==> src/rtl/servo_pwm_pair.sv <==
module servo_pwm_pair #(
  parameter int CNT_W      = 16,
  parameter int PRESC_LOG2 = 6,
  parameter int POS_W      = 12,
  parameter int TICK_W     = 32
) (
  input  logic                    clk,
  input  logic                    rst_n,
  input  logic [CNT_W-1:0]        period_mod,
  input  logic [CNT_W-1:0]        width_min,
  input  logic [CNT_W-1:0]        width_max,
  input  logic                    pos_wr,
  input  logic                    pos_sel,
  input  logic signed [POS_W-1:0] pos_val,
  input  logic                    wrap_clr,
  output logic [1:0]              pwm_out,
  output logic                    scan_start,
  output logic                    wrap_flag,
  output logic [TICK_W-1:0]       frame_count
);
  localparam int PROD_W = POS_W + CNT_W;

  logic             tick;
  logic             wrap;
  logic [CNT_W-1:0] cnt_q;
  logic [CNT_W-1:0] live_q   [2];
  logic [CNT_W-1:0] shadow_q [2];

  generate
    if (PRESC_LOG2 > 0) begin : g_presc
      logic [PRESC_LOG2-1:0] presc_q;
      always_ff @(posedge clk)
        if (!rst_n) presc_q <= '0;
        else        presc_q <= presc_q + PRESC_LOG2'(1);
      assign tick = &presc_q;
    end else begin : g_nopresc
      assign tick = 1'b1;
    end
  endgenerate

  assign wrap = tick && (cnt_q >= period_mod);

  logic [CNT_W-1:0]  span;
  logic [POS_W-1:0]  off_wr, off_mid;
  logic [PROD_W-1:0] prod_wr, prod_mid;
  logic [CNT_W-1:0]  cmp_wr, cmp_mid;

  assign span     = width_max - width_min;
  assign off_wr   = {~pos_val[POS_W-1], pos_val[POS_W-2:0]};
  assign off_mid  = {1'b1, {(POS_W-1){1'b0}}};
  assign prod_wr  = PROD_W'(off_wr)  * PROD_W'(span);
  assign prod_mid = PROD_W'(off_mid) * PROD_W'(span);
  assign cmp_wr   = width_min + prod_wr[PROD_W-1:POS_W];
  assign cmp_mid  = width_min + prod_mid[PROD_W-1:POS_W];

  always_ff @(posedge clk) begin
    if (!rst_n) begin
      cnt_q       <= '0;
      scan_start  <= 1'b0;
      wrap_flag   <= 1'b0;
      frame_count <= '0;
      for (int ch = 0; ch < 2; ch++) begin
        live_q[ch]   <= cmp_mid;
        shadow_q[ch] <= cmp_mid;
      end
    end else begin
      scan_start <= wrap;
      if (tick) cnt_q <= wrap ? '0 : cnt_q + CNT_W'(1);
      if (wrap) begin
        live_q[0] <= shadow_q[0];
        live_q[1] <= shadow_q[1];
      end
      if (pos_wr) shadow_q[pos_sel] <= cmp_wr;
      if (wrap)          wrap_flag <= 1'b1;
      else if (wrap_clr) wrap_flag <= 1'b0;
      if (wrap && !(&frame_count)) frame_count <= frame_count + TICK_W'(1);
    end
  end

  generate
    for (genvar ch = 0; ch < 2; ch++) begin : g_out
      assign pwm_out[ch] = cnt_q < live_q[ch];
    end
  endgenerate

  p_pulse_single_r6: assert property (@(posedge clk) disable iff (!rst_n)
    scan_start |=> !scan_start);
  p_start_at_zero_r2: assert property (@(posedge clk) disable iff (!rst_n)
    scan_start |-> cnt_q == '0);
  p_flag_after_wrap_r8: assert property (@(posedge clk) disable iff (!rst_n)
    scan_start |-> wrap_flag);
  p_commit_at_wrap_r5: assert property (@(posedge clk) disable iff (!rst_n)
    !$stable({live_q[1], live_q[0]}) |-> scan_start);
  p_count_sat_r7: assert property (@(posedge clk) disable iff (!rst_n)
    (&frame_count) |=> (&frame_count));
  p_count_moves_r7: assert property (@(posedge clk) disable iff (!rst_n)
    !$stable(frame_count) |-> scan_start);
endmodule

==> config.mk <==
export PLATFORM = sky130hd
export DESIGN_NAME = servo_pwm_pair
export DESIGN_NICKNAME = d
export VERILOG_FILES = /design/src/rtl/servo_pwm_pair.sv
export SDC_FILE = /design/constraint.sdc
export NUM_CORES = 1
export LEC_CHECK = 0
export BUFFER_PORTS_ARGS = -buffer_cell sky130_fd_sc_hd__buf_2
export CORE_MARGIN = 3
export CORE_UTILIZATION = 30
export CTS_BUF_LIST = sky130_fd_sc_hd__clkbuf_2
export DETAILED_ROUTE_END_ITERATION = 10
export GPL_ROUTABILITY_DRIVEN = 0
export GPL_TIMING_DRIVEN = 0
export PLACE_DENSITY_LB_ADDON = 0.12
export SYNTH_ARGS = -nofsm -noshare
export SYNTH_HDL_FRONTEND = slang
export SYNTH_SLANG_ARGS = --single-unit
==> constraint.sdc <==
create_clock -name clk -period 10.8 [get_ports clk]
set_input_delay 1.62 -clock clk [delete_from_list [all_inputs] [get_ports clk]]
set_output_delay 1.62 -clock clk [all_outputs]
set_load 0.05 [all_outputs]
# ---- Word-level counts from Yosys, hierarchy flattened
# Memories as Yosys holds them, arrays and structs flattened.
# Cells that the tools add are included.
# Widths: inputs -> output; s select.
dict set report totals {
  wordCells 42
  ff_bits 56
  out_inout_bits 36
  n_memories 2
  in_bits 65
  ramBits 64
}
dict set report classes {
  n_addsub 6
  mul 1
  muxes 15
  order_cmp 3
  bitwise 3
  reduce_logical 7
}
# name words width rd rd_clocked_by_memory_dff write_ports line_no
set memory_table {}
lappend memory_table {live_q 2 16 2 0 2 26} ;# logic [CNT_W-1:0] live_q [2];
lappend memory_table {shadow_q 2 16 2 0 2 27} ;# logic [CNT_W-1:0] shadow_q [2];
# op count
set ops {}
lappend ops {{$mux 16} 4}
lappend ops {{$add 32x1->32 const B} 1}
lappend ops {{$lt 16x16->1} 2}
lappend ops {{$reduce_and 32->1} 1}
lappend ops {{$mul 12x16->28} 1}
lappend ops {{$add 16x1->16 const B} 1}
lappend ops {{$add 16x15->16} 1}
lappend ops {{$add 16x16->16} 1}
lappend ops {{$ge 16x16->1} 1}
lappend ops {{$reduce_or 16->1} 1}
lappend ops {{$sub 16x16->16} 1}
lappend ops {{$mux 1} 11}
lappend ops {{$add 6x1->6 const B} 1}
lappend ops {{$reduce_and 6->1} 1}
lappend ops {{$logic_and 1x1->1} 2}
lappend ops {{$or 1x1->1} 2}
lappend ops {{$reduce_bool 2->1} 1}
lappend ops {{$logic_not 1->1} 1}
lappend ops {{$not 1->1} 1}

# ---- Logic depth before layout (Yosys ltp)
dict set report depth {
  depth_word 6
  depth_mapped 40
  mapped_depth_nobuf 39
}

# ---- Worst setup path before layout
# OpenSTA, ideal clock, no wires.
dict set report synth_path {
  path_kind {input to register}
  start {input port width_max[0]}
  end {memory shadow_q[0][15], data pin}
  path_buffers 1
  required_ns 10.540
  stages 40
  slack_ns 0.883
  setup_time_ns 0.260
  arrival_ns 9.657
  path_cell_list {inv_1 > ha_1 > fa_1 > nor2b_1 > o21ai_0 > a21boi_0 > o21ai_0 > a211oi_1 > a221oi_1 > nor2b_1 > xnor2_1 > clkbuf_1 > nand2_1 > fa_1 > inv_1 > fa_1 > fa_1 > fa_1 > [... 4 more ...] > nand4_1 > nor2_1 > or4b_1 > nand2_1 > nor2b_1 > o21ai_0 > nor2_1 > nor3_1 > ha_1 > and4_1 > nand2_1 > o211ai_1 > a21oi_1 > a21oi_1 > mux2i_1 > a221oi_2 > xor2_1 > mux2_2}
}
# element line_no
set synth_lines {}
lappend synth_lines {{start: declaration} 11} ;# input logic [CNT_W-1:0] width_max,
lappend synth_lines {{end: declaration} 27}

==> key figures <==
Status
  • Status: complete, no violations

Clocking
  • Max H-tree Level: 4
  • Num CTS Buffers: 17
  • Clock Path Buffers: 2
  • Hold Buf Count CTS: 0
  • TritonCTS Sinks: 120
  • Worst-Skew Late Latency: ~0.68 ns
  • Clock transition at the registers of the reported paths: ~0.16 ns
  • Clk root buf: clkbuf_2
  • CTS tree: yes

Timing
  • Post-layout min period: just over 10 ns
  • Final Hold Vio Count: 0
  • Rel. slew slack: between 30% and 40%
  • Peak Freq: 96.26 MHz
  • Setup Skew: 0.02874 ns
  • Final worst-path cycle share: a little over nine tenths
  • Tightest Pin Transition: between 0.9 and 1 ns
  • Final setup vio count: 0
  • Max-slew violations: 0
  • Setup TNS: 0 ns

Worst setup path
  • R2R depth: 10
  • Flop2flop setup slack: 7.05 ns
  • Crit. Startpoint: width_min[1]
  • R2r endpoint: live_q[0][18]$_DFFE_PP_
  • CP Class: input port to flop
  • CP required: 11.23 ns
  • Crit path to: shadow_q[0][15]$_DFFE_PP_
  • Max stage delay on crit path: 0.55 ns
  • Crit path DAT: 10.82 ns
  • Critical Path End Type: flop
  • Worst Path Max Fanout: 6
  • R2r startpoint: cnt_q[5]$_SDFFE_PN0P_
  • Startpoint Class: input port
  • Slowest CP cell: fa_1

Global route
  • First-pass GRT wire length: around 61000 microns
  • Initial antenna violation count: 1
  • Largest net degree at the start of global routing: 42
  • Vias in the first global route: approximately 11000
  • GRT overflow: 0
  • Gr usage total: between 15 and 20%

Logic synthesis
  • Share of flip-flops with an asynchronous set or reset: 0%
  • Most frequent cell after synthesis: nand2_1
  • Register area share after synthesis: roughly 22%
  • Synth warnings: 0
  • Post-synthesis area per instance: about 8.9 sq um
  • Synth Register Bits: 120
  • Post-synth EDFFs: 64
  • Post-synth top area cell: fa_1
  • Top cells by count, synth: nand2_1 (258), inv_1 (230), ha_1 (159)
  • Synth Instances: 1574
  • Primary FF master, synth: edfxtp_1
  • Unique masters post-synth: 66
  • Dominant cells by area after synthesis: fa_1 (20%), ha_1 (14%), edfxtp_1 (14%)
  • Synth top area share: 20.40%
  • Syn nets: ~1900
  • Post-Syn Area: around 14000 sq um

Floorplan
  • Initial Utilization: a little under a third
  • Die Area: just under 50000 sq um
  • Core area: 45670 sq um
  • Die Wd: ~220 microns
  • Die Span Y: about 220 microns
  • Number of I/O pins: approximately 100
  • Row count: 78

Route
  • First-pass DRT Iterations: 5
  • Routed len/inst: between 15 and 20 microns
  • Via count: roughly 11000
  • DRC: 0
  • Routed Antenna Nets: 0
  • Vias per cell: around 4.6
  • Iteration-0 DRC Markers: ~420
  • Routed wire length: around 38000 microns

Cells and area
  • Ratio of cells with drive above 1 in the final layout: between 10% and 20%
  • Nets: around 2100
  • Area growth from synthesis to layout: 12.12%
  • Final Util: 34.20%
  • Fill cell count: between 4000 and 5000

Place
  • Number of port buffers: 100
  • Detailed Place HPWL: between 30000 and 40000 microns

Run
  • Maxcap violations: 0

Hold path
  • Min-delay worst type: flop to flop
==> routing by layer <==
metal  part of all wire [%]  up-vias  GRT usage (%)
met4                    2.0        0          4.128
met5                      0        -              0
met3                    2.4       39          1.430
met2                     47      157          26.24
met1                     48     5083          21.24
li1                       -     5395              -
==> registers in the layout (all words and copies together), names as in the netlist <==
register	cells
cnt_q	16
shadow_q	32
g_presc.presc_q	6
live_q	32
wrap_flag	1
frame_count	32
scan_start	1
==> stage by stage <==
stage / hold WS, ns / cells / cell area (sq um) / setup WS (ns)
after CTS: 0.4745 / 2306 / 15460 / 0.01282
after detailed placement: 0.4420 / 2274 / 15180 / -1.882
after global routing: 0.5079 / 2316 / 15620 / -0.002266
final: 0.4694 / 2317 / 15620 / 0.4118
after floorplan: 0.4179 / 1574 / 13930 / 0.8830
after global placement: 0.4348 / 2274 / 15180 / -1.823
==> placed cells by master, fill, tap and decap left out, types with 37 or more instances in the layout <==
| master | instances |
|---|---|
| nand2_1 | 258 |
| inv_1 | 230 |
| ha_1 | 159 |
| fa_1 | 142 |
| buf_2 | 105 |
| nor2_1 | 78 |
| edfxtp_1 | 64 |
| a21oi_1 | 60 |
| and2_1 | 57 |
| dfxtp_1 | 56 |
| xnor2_1 | 53 |
| o21ai_0 | 48 |
| xor2_1 | 37 |
==> worst min path at each step <==
stage / cells past startpoint / endpoint / from / slack (ns)
3_5_place_dp: 1 / g_presc.presc_q[0]$_SDFF_PN0_ / g_presc.presc_q[0]$_SDFF_PN0_ / 0.44
4_1_cts: 1 / g_presc.presc_q[0]$_SDFF_PN0_ / g_presc.presc_q[0]$_SDFF_PN0_ / 0.47
5_1_grt: 1 / g_presc.presc_q[0]$_SDFF_PN0_ / g_presc.presc_q[0]$_SDFF_PN0_ / 0.51
2_1_floorplan: 1 / g_presc.presc_q[0]$_SDFF_PN0_ / g_presc.presc_q[0]$_SDFF_PN0_ / 0.42
6_report: 1 / g_presc.presc_q[0]$_SDFF_PN0_ / g_presc.presc_q[0]$_SDFF_PN0_ / 0.47
3_3_place_gp: 1 / g_presc.presc_q[0]$_SDFF_PN0_ / g_presc.presc_q[0]$_SDFF_PN0_ / 0.43
==> logic make-up after synthesis <==
| logic type | after synthesis | share of synthesized area [%] |
|---|---|---|
| multiplexers | 12 | 0.8801 |
| AO/OA/AOI/OAI | 203 | 9.214 |
| adder cells (fa/ha/maj) | 301 | 34.68 |
| buffers and inverters | 280 | 7.669 |
| flip-flops | 120 | 21.84 |
| XOR/XNOR | 95 | 5.972 |
| AND/OR/NAND/NOR | 563 | 19.74 |
==> worst max-delay path, delay by kind of cell <==
family                     cells  cell delay [ns]
adders and majority gates      8             3.52
AOI/OAI and AO/OA             13             2.87
and+or+nand+nor                7             1.00
buffers and inverters          7             0.71
muxes                          2             0.56
xor gates and xnor gates       3             0.53
==> what timing repair did <==
action	in CTS	in global routing
endpoints found under the hold margin	0	0
resized for setup	11	39
setup buffers	0	9
pin swaps	0	2
setup endpoints to repair	13	6
==> final cells by class <==
class | count | area, sq um | area share, %
Multi-Input combinational cell | 1174 | 9910 | 63.44
Sequential cell | 120 | 3043 | 19.48
Inverter | 230 | 863.3 | 5.527
Tap cell | 600 | 750.7 | 4.806
Timing Repair Buffer | 109 | 568.0 | 3.637
Buffer | 50 | 234.0 | 1.498
Clock inverter | 14 | 156.4 | 1.001
Clock buffer | 18 | 90.09 | 0.5767
Antenna cell | 2 | 5.005 | 0.03204
Power is left out: the tool's default activity adds up to more than one toggle a clock period on the data nets, which glitch-free logic cannot reach.
